### config.mk
export PLATFORM = sky130hd
export DESIGN_NAME = pcie_irq_collector
export DESIGN_NICKNAME = d
export VERILOG_FILES = /design/src/rtl/pirq_pkg.sv /design/src/rtl/pirq_msi_capture.sv /design/src/rtl/pirq_w1c_bank.sv /design/src/rtl/pirq_summary_fsm.sv /design/src/rtl/pcie_irq_collector.sv
export SDC_FILE = /design/constraint.sdc
export NUM_CORES = 1
export LEC_CHECK = 0
export BUFFER_PORTS_ARGS = -buffer_cell sky130_fd_sc_hd__buf_2
export CAP_MARGIN = 0
export CELL_PAD_IN_SITES_DETAIL_PLACEMENT = 0
export CELL_PAD_IN_SITES_GLOBAL_PLACEMENT = 1
export CORE_MARGIN = 10
export CORE_UTILIZATION = 35
export DETAILED_ROUTE_END_ITERATION = 12
export GPL_ROUTABILITY_DRIVEN = 0
export PLACE_DENSITY = 0.81
export SYNTH_ARGS = -nofsm -noshare
export SYNTH_HDL_FRONTEND = slang
export SYNTH_SLANG_ARGS = --single-unit
### constraint.sdc
create_clock -name clk -period 2.6 [get_ports clk]
set_clock_uncertainty 0.1 [all_clocks]
set_input_delay 0 -clock clk [delete_from_list [all_inputs] [get_ports clk]]
set_output_delay 0 -clock clk [all_outputs]
set_load 0.05 [all_outputs]
### src/rtl/pirq_pkg.sv
package pirq_pkg;
    localparam int REG_AW   = 12;
    localparam int REG_DW   = 32;
    localparam int N_INTX   = 4;
    localparam int INTX_LSB = 16;
    localparam int SUM_BIT  = 23;
    localparam int ERR_BIT  = 24;

    localparam logic [REG_AW-1:0] OFS_MASK = 12'h420;
    localparam logic [REG_AW-1:0] OFS_STAT = 12'h424;
    localparam logic [REG_AW-1:0] OFS_VEC  = 12'h42C;
    localparam logic [REG_AW-1:0] OFS_CAP  = 12'h430;

    typedef enum logic [0:0] {
        SUM_IDLE = 1'b0,
        SUM_PEND = 1'b1
    } sum_state_e;
endpackage

### src/rtl/pirq_msi_capture.sv
module pirq_msi_capture #(
    parameter int NVEC = 32,
    parameter int AW   = 32,
    parameter int DW   = 32
) (
    input  logic            msi_valid,
    input  logic [AW-1:0]   msi_addr,
    input  logic [DW-1:0]   msi_data,
    input  logic [AW-1:0]   cap_addr,
    output logic            accept,
    output logic            drop,
    output logic [NVEC-1:0] set_vec
);
    localparam int VIDX = (NVEC > 1) ? $clog2(NVEC) : 1;

    logic addr_hit;
    logic data_ok;

    assign addr_hit = (msi_addr == cap_addr);
    assign data_ok  = (msi_data < DW'(NVEC));
    assign accept   = msi_valid && addr_hit && data_ok;
    assign drop     = msi_valid && !(addr_hit && data_ok);

    for (genvar i = 0; i < NVEC; i++) begin : g_dec
        assign set_vec[i] = accept && (msi_data[VIDX-1:0] == VIDX'(i));
    end
endmodule

### src/rtl/pirq_w1c_bank.sv
module pirq_w1c_bank #(
    parameter int W = 32
) (
    input  logic         clk,
    input  logic         rst_n,
    input  logic [W-1:0] set,
    input  logic [W-1:0] clr,
    output logic [W-1:0] q
);
    for (genvar i = 0; i < W; i++) begin : g_bit
        always_ff @(posedge clk) begin
            if (!rst_n)
                q[i] <= 1'b0;
            else if (set[i])
                q[i] <= 1'b1;
            else if (clr[i])
                q[i] <= 1'b0;
        end

        AST_SET_WINS: assert property (@(posedge clk) disable iff (!rst_n)
            set[i] |=> q[i]);
    end
endmodule

### src/rtl/pirq_summary_fsm.sv
module pirq_summary_fsm
    import pirq_pkg::*;
(
    input  logic clk,
    input  logic rst_n,
    input  logic accept,
    input  logic clr_req,
    output logic pending
);
    sum_state_e state_q, state_d;

    always_ff @(posedge clk) begin
        if (!rst_n)
            state_q <= SUM_IDLE;
        else
            state_q <= state_d;
    end

    always_comb begin
        state_d = state_q;
        unique case (state_q)
            SUM_IDLE: if (accept) state_d = SUM_PEND;
            SUM_PEND: if (clr_req && !accept) state_d = SUM_IDLE;
            default:  state_d = SUM_IDLE;
        endcase
    end

    always_comb begin
        pending = (state_q == SUM_PEND);
    end

    AST_SUM_SETS: assert property (@(posedge clk) disable iff (!rst_n)
        accept |=> pending);
    AST_SUM_HOLDS: assert property (@(posedge clk) disable iff (!rst_n)
        (pending && !clr_req) |=> pending);
endmodule

### src/rtl/pcie_irq_collector.sv
module pcie_irq_collector
    import pirq_pkg::*;
#(
    parameter int NVEC = 32
) (
    input  logic                clk,
    input  logic                rst_n,
    input  logic                reg_wr,
    input  logic [REG_AW-1:0]   reg_addr,
    input  logic [REG_DW-1:0]   reg_wdata,
    output logic [REG_DW-1:0]   reg_rdata,
    input  logic [N_INTX-1:0]   intx_assert,
    input  logic                msi_valid,
    input  logic [31:0]         msi_addr,
    input  logic [31:0]         msi_data,
    output logic                irq_out
);
    localparam int VIDX = (NVEC > 1) ? $clog2(NVEC) : 1;

    logic              wr_mask, wr_stat, wr_vec, wr_cap;
    logic [N_INTX-1:0] mask_intx;
    logic              mask_sum;
    logic [31:0]       cap_addr;
    logic              accept, drop;
    logic [NVEC-1:0]   set_vec, vec_q, vec_clr;
    logic [N_INTX-1:0] intx_q, intx_clr;
    logic              sum_q, err_q;
    logic              irq_q;
    logic [REG_DW-1:0] stat_word, mask_word;

    assign wr_mask = reg_wr && (reg_addr == OFS_MASK);
    assign wr_stat = reg_wr && (reg_addr == OFS_STAT);
    assign wr_vec  = reg_wr && (reg_addr == OFS_VEC);
    assign wr_cap  = reg_wr && (reg_addr == OFS_CAP);

    always_ff @(posedge clk) begin
        if (!rst_n) begin
            mask_intx <= '1;
            mask_sum  <= 1'b1;
            cap_addr  <= '0;
        end else begin
            if (wr_mask) begin
                mask_intx <= reg_wdata[INTX_LSB +: N_INTX];
                mask_sum  <= reg_wdata[SUM_BIT];
            end
            if (wr_cap)
                cap_addr <= reg_wdata;
        end
    end

    pirq_msi_capture #(.NVEC(NVEC), .AW(32), .DW(32)) u_cap (
        .msi_valid (msi_valid),
        .msi_addr  (msi_addr),
        .msi_data  (msi_data),
        .cap_addr  (cap_addr),
        .accept    (accept),
        .drop      (drop),
        .set_vec   (set_vec)
    );

    assign vec_clr  = wr_vec  ? reg_wdata[NVEC-1:0] : '0;
    assign intx_clr = wr_stat ? reg_wdata[INTX_LSB +: N_INTX] : '0;

    pirq_w1c_bank #(.W(NVEC)) u_vec (
        .clk (clk), .rst_n (rst_n), .set (set_vec), .clr (vec_clr), .q (vec_q)
    );

    pirq_w1c_bank #(.W(N_INTX)) u_intx (
        .clk (clk), .rst_n (rst_n), .set (intx_assert), .clr (intx_clr), .q (intx_q)
    );

    pirq_w1c_bank #(.W(1)) u_err (
        .clk (clk), .rst_n (rst_n), .set (drop),
        .clr (wr_stat && reg_wdata[ERR_BIT]), .q (err_q)
    );

    pirq_summary_fsm u_sum (
        .clk     (clk),
        .rst_n   (rst_n),
        .accept  (accept),
        .clr_req (wr_stat && reg_wdata[SUM_BIT]),
        .pending (sum_q)
    );

    always_ff @(posedge clk) begin
        if (!rst_n)
            irq_q <= 1'b0;
        else
            irq_q <= (|(intx_q & ~mask_intx)) || (sum_q && !mask_sum);
    end
    assign irq_out = irq_q;

    always_comb begin
        stat_word = '0;
        stat_word[INTX_LSB +: N_INTX] = intx_q;
        stat_word[SUM_BIT] = sum_q;
        stat_word[ERR_BIT] = err_q;
        mask_word = '0;
        mask_word[INTX_LSB +: N_INTX] = mask_intx;
        mask_word[SUM_BIT] = mask_sum;
    end

    always_comb begin
        reg_rdata = '0;
        case (reg_addr)
            OFS_MASK: reg_rdata = mask_word;
            OFS_STAT: reg_rdata = stat_word;
            OFS_VEC:  reg_rdata[NVEC-1:0] = vec_q;
            OFS_CAP:  reg_rdata = cap_addr;
            default:  reg_rdata = '0;
        endcase
    end

    AST_VEC_SET: assert property (@(posedge clk) disable iff (!rst_n)
        accept |=> vec_q[$past(msi_data[VIDX-1:0])]);
    AST_DROP_NO_VEC: assert property (@(posedge clk) disable iff (!rst_n)
        (drop && !wr_vec) |=> (vec_q == $past(vec_q)));
    AST_ERR_STICKY: assert property (@(posedge clk) disable iff (!rst_n)
        drop |=> err_q);
    AST_MASKED_QUIET: assert property (@(posedge clk) disable iff (!rst_n)
        ($past(&mask_intx) && $past(mask_sum)) |-> !irq_out);
endmodule

; After elaboration in Yosys (flattened, before gate mapping)
; Cells that the tools add are included.
[op_classes]
n_mux = 80
bitwise = 3
eq_ne = 36
n_lt_le_gt_ge = 1
n_reduce_logical = 87
[op_table]
columns = operator, count
row1 = case mux 32 bit (4 select lines), 1
row2 = equality test 5 bit (second input constant), 16
row3 = 2-to-1 mux 1 bit, 76
row4 = nonzero test 2 bit, 37
row5 = equality test 12 x 11 -> 1 bit (second input constant), 4
row6 = logical AND 1 bit, 44
row7 = equality test 5 x 4 -> 1 bit (second input constant), 8
row8 = equality test 32 bit, 1
row9 = < comparator 32 x 6 -> 1 bit (second input constant), 1
row10 = 2-to-1 mux 32 bit, 1
row11 = equality test 5 x 3 -> 1 bit (second input constant), 4
row12 = equality test 5 x 2 -> 1 bit (second input constant), 2
row13 = equality test 5 x 1 -> 1 bit (second input constant), 1
row14 = logical NOT 5 bit, 1
row15 = bitwise AND 4 bit, 1
row16 = 2-to-1 mux 4 bit, 1
row17 = inverter 4 bit, 1
row18 = OR reduction 4 bit, 1
row19 = logical NOT 1 bit, 3
row20 = case mux 1 bit (2 select lines), 1
row21 = logical OR 1 bit, 1
row22 = inverter 1 bit, 1
[word_totals]
in_bits = 116
out_inout_bits = 33
register_bits = 76

; Logic depth before layout (Yosys ltp)
[logic_depth]
ltp_word = 7
depth_mapped = 8

; Cells and area by module
; A second synthesis with hierarchy kept.
[unflattened]
cells_unflattened = 638
area_unflattened_um2 = 5371.4
[by_module_without_submodules]
columns = module, cells_per_inst, n_inst, area_each_um2
row1 = pcie_irq_collector, 372, 1, 2855.2
row2 = pirq_msi_capture, 149, 1, 1153.6
row3 = pirq_w1c_bank at u_vec, 99, 1, 1114.8
row4 = pirq_w1c_bank at u_intx, 12, 1, 165.2
row5 = pirq_summary_fsm, 3, 1, 41.3
row6 = pirq_w1c_bank at u_err, 3, 1, 41.3

; Worst setup path after synthesis
; Ideal clock, no wire load.
[synth_path]
kind = input port to output port
startpoint = input reg_addr[9]
endpoint = output reg_rdata[16]
arrival_ns = 1.923
stages = 6
slack_ns = 0.577
cell_sequence = or4b_4 > or4_1 > buf_2 > nor3_4 > a222oi_1 > nand2_1
[synth_between]
elab_chain_cells = 2
[synth_lines]
columns = item, line_no
row1 = "start, declared", pcie_irq_collector.sv:9  ; input logic [REG_AW-1:0] reg_addr,
row2 = equality test 12 x 11 -> 1 bit, pcie_irq_collector.sv:105  ; case (reg_addr)
row3 = case mux 32 bit (4 select lines) *, pcie_irq_collector.sv:105
row4 = "end, declared", pcie_irq_collector.sv:11  ; output logic [REG_DW-1:0] reg_rdata,
; Every way passes the cells marked *; elsewhere a longest branch is shown, timed or not.

; Final worst setup path
[layout_path]
startpoint = input reg_addr[9]
endpoint = register u_intx.q[0]
[layout_between]
elab_chain_cells = 4
[layout_lines]
columns = item, line_no
row1 = equality test 12 x 11 -> 1 bit, pcie_irq_collector.sv:32  ; assign wr_stat = reg_wr && (reg_addr == OFS_STAT);
row2 = logical AND 1 bit, pcie_irq_collector.sv:32
row3 = 2-to-1 mux 4 bit, pcie_irq_collector.sv:62  ; assign intx_clr = wr_stat ? reg_wdata[INTX_LSB +: N_INTX] : '0;
row4 = nonzero test 2 bit (no source line), --
row5 = "end signal, assigned by index", pirq_w1c_bank.sv:13  ; q[i] <= 1'b0;
row6 = "end signal, assigned by index", pirq_w1c_bank.sv:15  ; q[i] <= 1'b1;
row7 = "end signal, assigned by index", pirq_w1c_bank.sv:17  ; q[i] <= 1'b0;
row8 = "end, declared", pirq_w1c_bank.sv:8  ; output logic [W-1:0] q
; No other way between the ends.
; A chain may end at the register's enable or synchronous reset.

==> out/summary.log <==
qor: cells_and_area.final_common_cell sky130_fd_sc_hd__buf_2
qor: global_routing.wire_length_of_the_first_global_routing_pass 24040 um
qor: global_routing.largest_net_degree_at_the_start_of_global_routing 52
qor: timing.max_freq 0.4089 GHz
qor: timing.final_worst_path_period_share 94.05%
qor: timing.drv_slew 0
qor: clock_tree.clock_sink_count 76
qor: min_path.whs_path_depth 5
qor: drt.post_drt_via_cell_ratio 5.260
qor: worst_setup_path.cp_max_fanout 5
qor: worst_setup_path.end_of_the_worst_register_to_register_path u_vec.q[6]
qor: worst_setup_path.endpoint_kind flop
qor: timing.final-setup-viol-count 0
qor: cells_and_area.finish.net_count 806
qor: floorplan.start_util 35.79%
qor: yosys.netlist_area 4086 sq um
qor: floorplan.die_w 128.1 um
qor: placed_design.preCtsSetupSlack 0.2637 ns
qor: drt.wl_per_cell 17.98 um
qor: clock_tree.cts_root_buf sky130_fd_sc_hd__clkbuf_16
qor: global_routing.globalRouteOverflowTotal 0
qor: floorplan.io_pins 149
qor: min_path.worstHoldPathType input pin to flop
qor: clock_tree.path_clk_slew 0.06 ns
qor: placed_design.post-dp-hpwl 11180 um
qor: drt.drtPass1Iterations 5
qor: cells_and_area.flow.area_growth_from_synthesis 41.21%
qor: clock_tree.htree_levels 3
qor: status.run_status complete, no violations
qor: worst_setup_path.worstPathBufferInverterCount 2
qor: floorplan.coreArea 11420 sq um
qor: clock_tree.cts-buffers-inserted 9
qor: timing.final.setup.worst_slack 0.1546 ns
qor: timing.finalHoldViolCount 0
qor: global_routing.antenna_found_initial 0
qor: yosys.synth-main-ff-cell sky130_fd_sc_hd__dfxtp_1
qor: timing.final_min_period 2.445 ns
qor: worst_setup_path.r2r_start cap_addr[20]
qor: worst_setup_path.critical_path.startpoint_type input pin
qor: yosys.synth.distinct_cells 44
qor: power_and_ir_drop.vdd_ir_drop_max 0.2443 mV
qor: min_path.hp-start msi_data[3]
qor: worst_setup_path.critical-path-slowest-cell sky130_fd_sc_hd__or4_1
qor: floorplan.dieHeight 128.1 um
qor: clock_tree.tritoncts yes
qor: timing.worst_pin_slew 0.6517 ns
qor: clock_tree.clock_latency 0.33 ns
qor: power_and_ir_drop.leakagePower 2.379 nW
qor: floorplan.die_area 16400 sq um
qor: worst_setup_path.rrSetupSlack 0.62 ns
qor: clock_tree.cts_setup_buffers 0
qor: cells_and_area.layout-drive-gt1-share 27.48%
qor: worst_setup_path.timing.critical_path.required 2.72 ns
qor: clock_tree.cts_max_path_buffers 2
qor: timing.rsz0062_at_grt false
qor: flow_run.cap_violations 0
qor: yosys.postSynthCellCount 510
qor: yosys.synth_edf_count 0
qor: floorplan.num_rows 39
qor: drt.route.detailed.drc 0
qor: global_routing.grt_util_all_layers 18.26%
qor: global_routing.vias_in_the_first_global_route 4506
qor: yosys.avgSynthCellArea 8.013 sq um
qor: worst_setup_path.timing.critical_path.arrival 2.56 ns
qor: drt.detailedRoute.firstIterationViolations 317
qor: timing.worst_rel_slew_slack 56.40%
qor: worst_setup_path.worst_path_largest_cell_delay 0.69 ns
qor: yosys.synthArstFlopShare 0%
qor: worst_setup_path.cp_cell_sequence buf_2 > or4b_4 > or4_1 > nor3_4 > a21oi_1 > o21a_1 > dlygate4sd3_1
qor: min_path.min_to u_vec.q[13]
qor: drt.antenna_left 0
qor: yosys.synth_warnings 0
qor: worst_setup_path.timing_worst_setup_path_type input pin to flop
qor: cells_and_area.n_antenna_cell 0
qor: timing.fin_setup_tns 0 ns
qor: yosys.synthesis.nets 626
qor: yosys.synth_seq_area_share 37.23%
qor: power_and_ir_drop.power.density 470.8 nW/um^2
qor: drt.totalWireLength 15070 um
qor: worst_setup_path.crit_family simple AND/OR/NAND/NOR gates
qor: cells_and_area.most_frequent_cells_in_the_layout 148 x sky130_fd_sc_hd__buf_2, 117 x sky130_fd_sc_hd__nand2_1, 76 x sky130_fd_sc_hd__dfxtp_1
qor: drt.dr_total_vias 4408
qor: placed_design.io_buffers 148
qor: yosys.yosys_register_bits 76
qor: worst_setup_path.timing.reg2reg.worst_path_depth 8
-- where the power goes --
| group | total [mW] | switching, mW | internal, mW |
|---|---|---|---|
| combinational | 0.276 | 0.126 | 0.150 |
| sequential | 1.17 | 0.00338 | 1.17 |
| clock | 1.27 | 0.475 | 0.792 |
| total | 2.72 | 0.604 | 2.11 |
-- per-layer routing --
metal | GRT usage (%) | routed length [um] | part of all wire, % | vias to the layer above
met5 | 0 | 0 | 0 | -
met4 | 7.815 | 350 | 2.3 | 0
met3 | 3.970 | 1063 | 7.1 | 22
met2 | 29.49 | 7082 | 47 | 166
met1 | 22.89 | 6572 | 44 | 2054
li1 | - | - | - | 2166
-- worst max-delay path by stage --
| stage | slack [ns] | start | to | cells past startpoint |
|---|---|---|---|---|
| after global routing | 0.06 | reg_addr[9] | u_intx.q[0] | 7 |
| after global placement | 0.30 | reg_addr[9] | reg_rdata[19] | 7 |
| after CTS | 0.11 | reg_addr[9] | u_intx.q[1] | 7 |
| after detailed placement | 0.26 | reg_addr[9] | reg_rdata[23] | 7 |
| after floorplan | 0.58 | reg_addr[9] | reg_rdata[16] | 6 |
| final | 0.15 | reg_addr[9] | u_intx.q[0] | 7 |
-- timing repair --
action,in CTS,in global routing
endpoints found under the hold margin,75,0
hold buffers,44,0
resized for setup,0,1
endpoints found under the setup margin,0,4
-- registers in the layout, summed over array words and instances, names as in the netlist --
signal	cells
u_vec.q	32
u_intx.q	4
mask_intx	4
mask_sum	1
u_err.q	1
u_sum.pending	1
cap_addr	32
irq_out	1
-- worst reg2reg max path, cell delays in order (launching register included) --
cell and delay (ns):
sky130_fd_sc_hd__dfxtp_1 0.33, sky130_fd_sc_hd__xnor2_1 0.28, sky130_fd_sc_hd__nand4_1 0.15, sky130_fd_sc_hd__nor4_1 0.31
sky130_fd_sc_hd__buf_4 0.16, sky130_fd_sc_hd__nand3_1 0.05, sky130_fd_sc_hd__buf_4 0.22, sky130_fd_sc_hd__buf_12 0.17
sky130_fd_sc_hd__o21ai_1 0.14
-- cells in the mapped netlist (5+ instances only) --
cell                       count  area (sq um)
sky130_fd_sc_hd__xnor2_1      24         210.2
sky130_fd_sc_hd__nand2_1     117         439.2
sky130_fd_sc_hd__nand3_1      41         205.2
sky130_fd_sc_hd__buf_2        12         60.06
sky130_fd_sc_hd__xor2_1        8         70.07
sky130_fd_sc_hd__nor4_1       10         62.56
sky130_fd_sc_hd__a21o_1       32         240.2
sky130_fd_sc_hd__o21ai_1      30         150.1
sky130_fd_sc_hd__inv_1         5         18.77
sky130_fd_sc_hd__a22o_1       26         227.7
sky130_fd_sc_hd__nand4_1      10         62.56
sky130_fd_sc_hd__a21boi_1     31         232.7
sky130_fd_sc_hd__clkbuf_1     27         101.4
sky130_fd_sc_hd__nor2b_1       5         31.28
sky130_fd_sc_hd__dfxtp_1      76          1521
sky130_fd_sc_hd__a222oi_1      5         50.05
-- logic make-up after synthesis --
group,share of synthesized area [%]
and+or+nand+nor,25.44
muxes,0.2755
xor gates and xnor gates,6.859
AOI/OAI and AO/OA,25.78
buffers and inverters,4.409
DFF,37.23
-- through the flow --
step / area [sq um] / hold WS (ns) / cells / util [%] / total power [mW]
floorplan: 4086 / 0.02383 / 510 / - / 1.287
global placement: 5020 / 0.1098 / 778 / 43.96 / 1.419
detailed placement: 5020 / 0.1187 / 778 / 43.96 / 1.422
CTS: 5764 / 0.0009618 / 838 / 50.48 / 2.745
global route: 5771 / 0.02228 / 838 / 50.54 / 2.816
finish: 5771 / 0.02119 / 838 / 50.54 / 2.717
-- area by class of cell --
class / count / area [sq um]
Fill cell: 1109 / 5648
Multi-Input combinational cell: 390 / 2409
Sequential cell: 76 / 1521
Timing Repair Buffer: 208 / 1339
Clock buffer: 12 / 256.5
Tap cell: 143 / 178.9
Clock inverter: 4 / 47.55
Inverter: 5 / 18.77
Note: power is estimated with default switching activity, not from simulation.
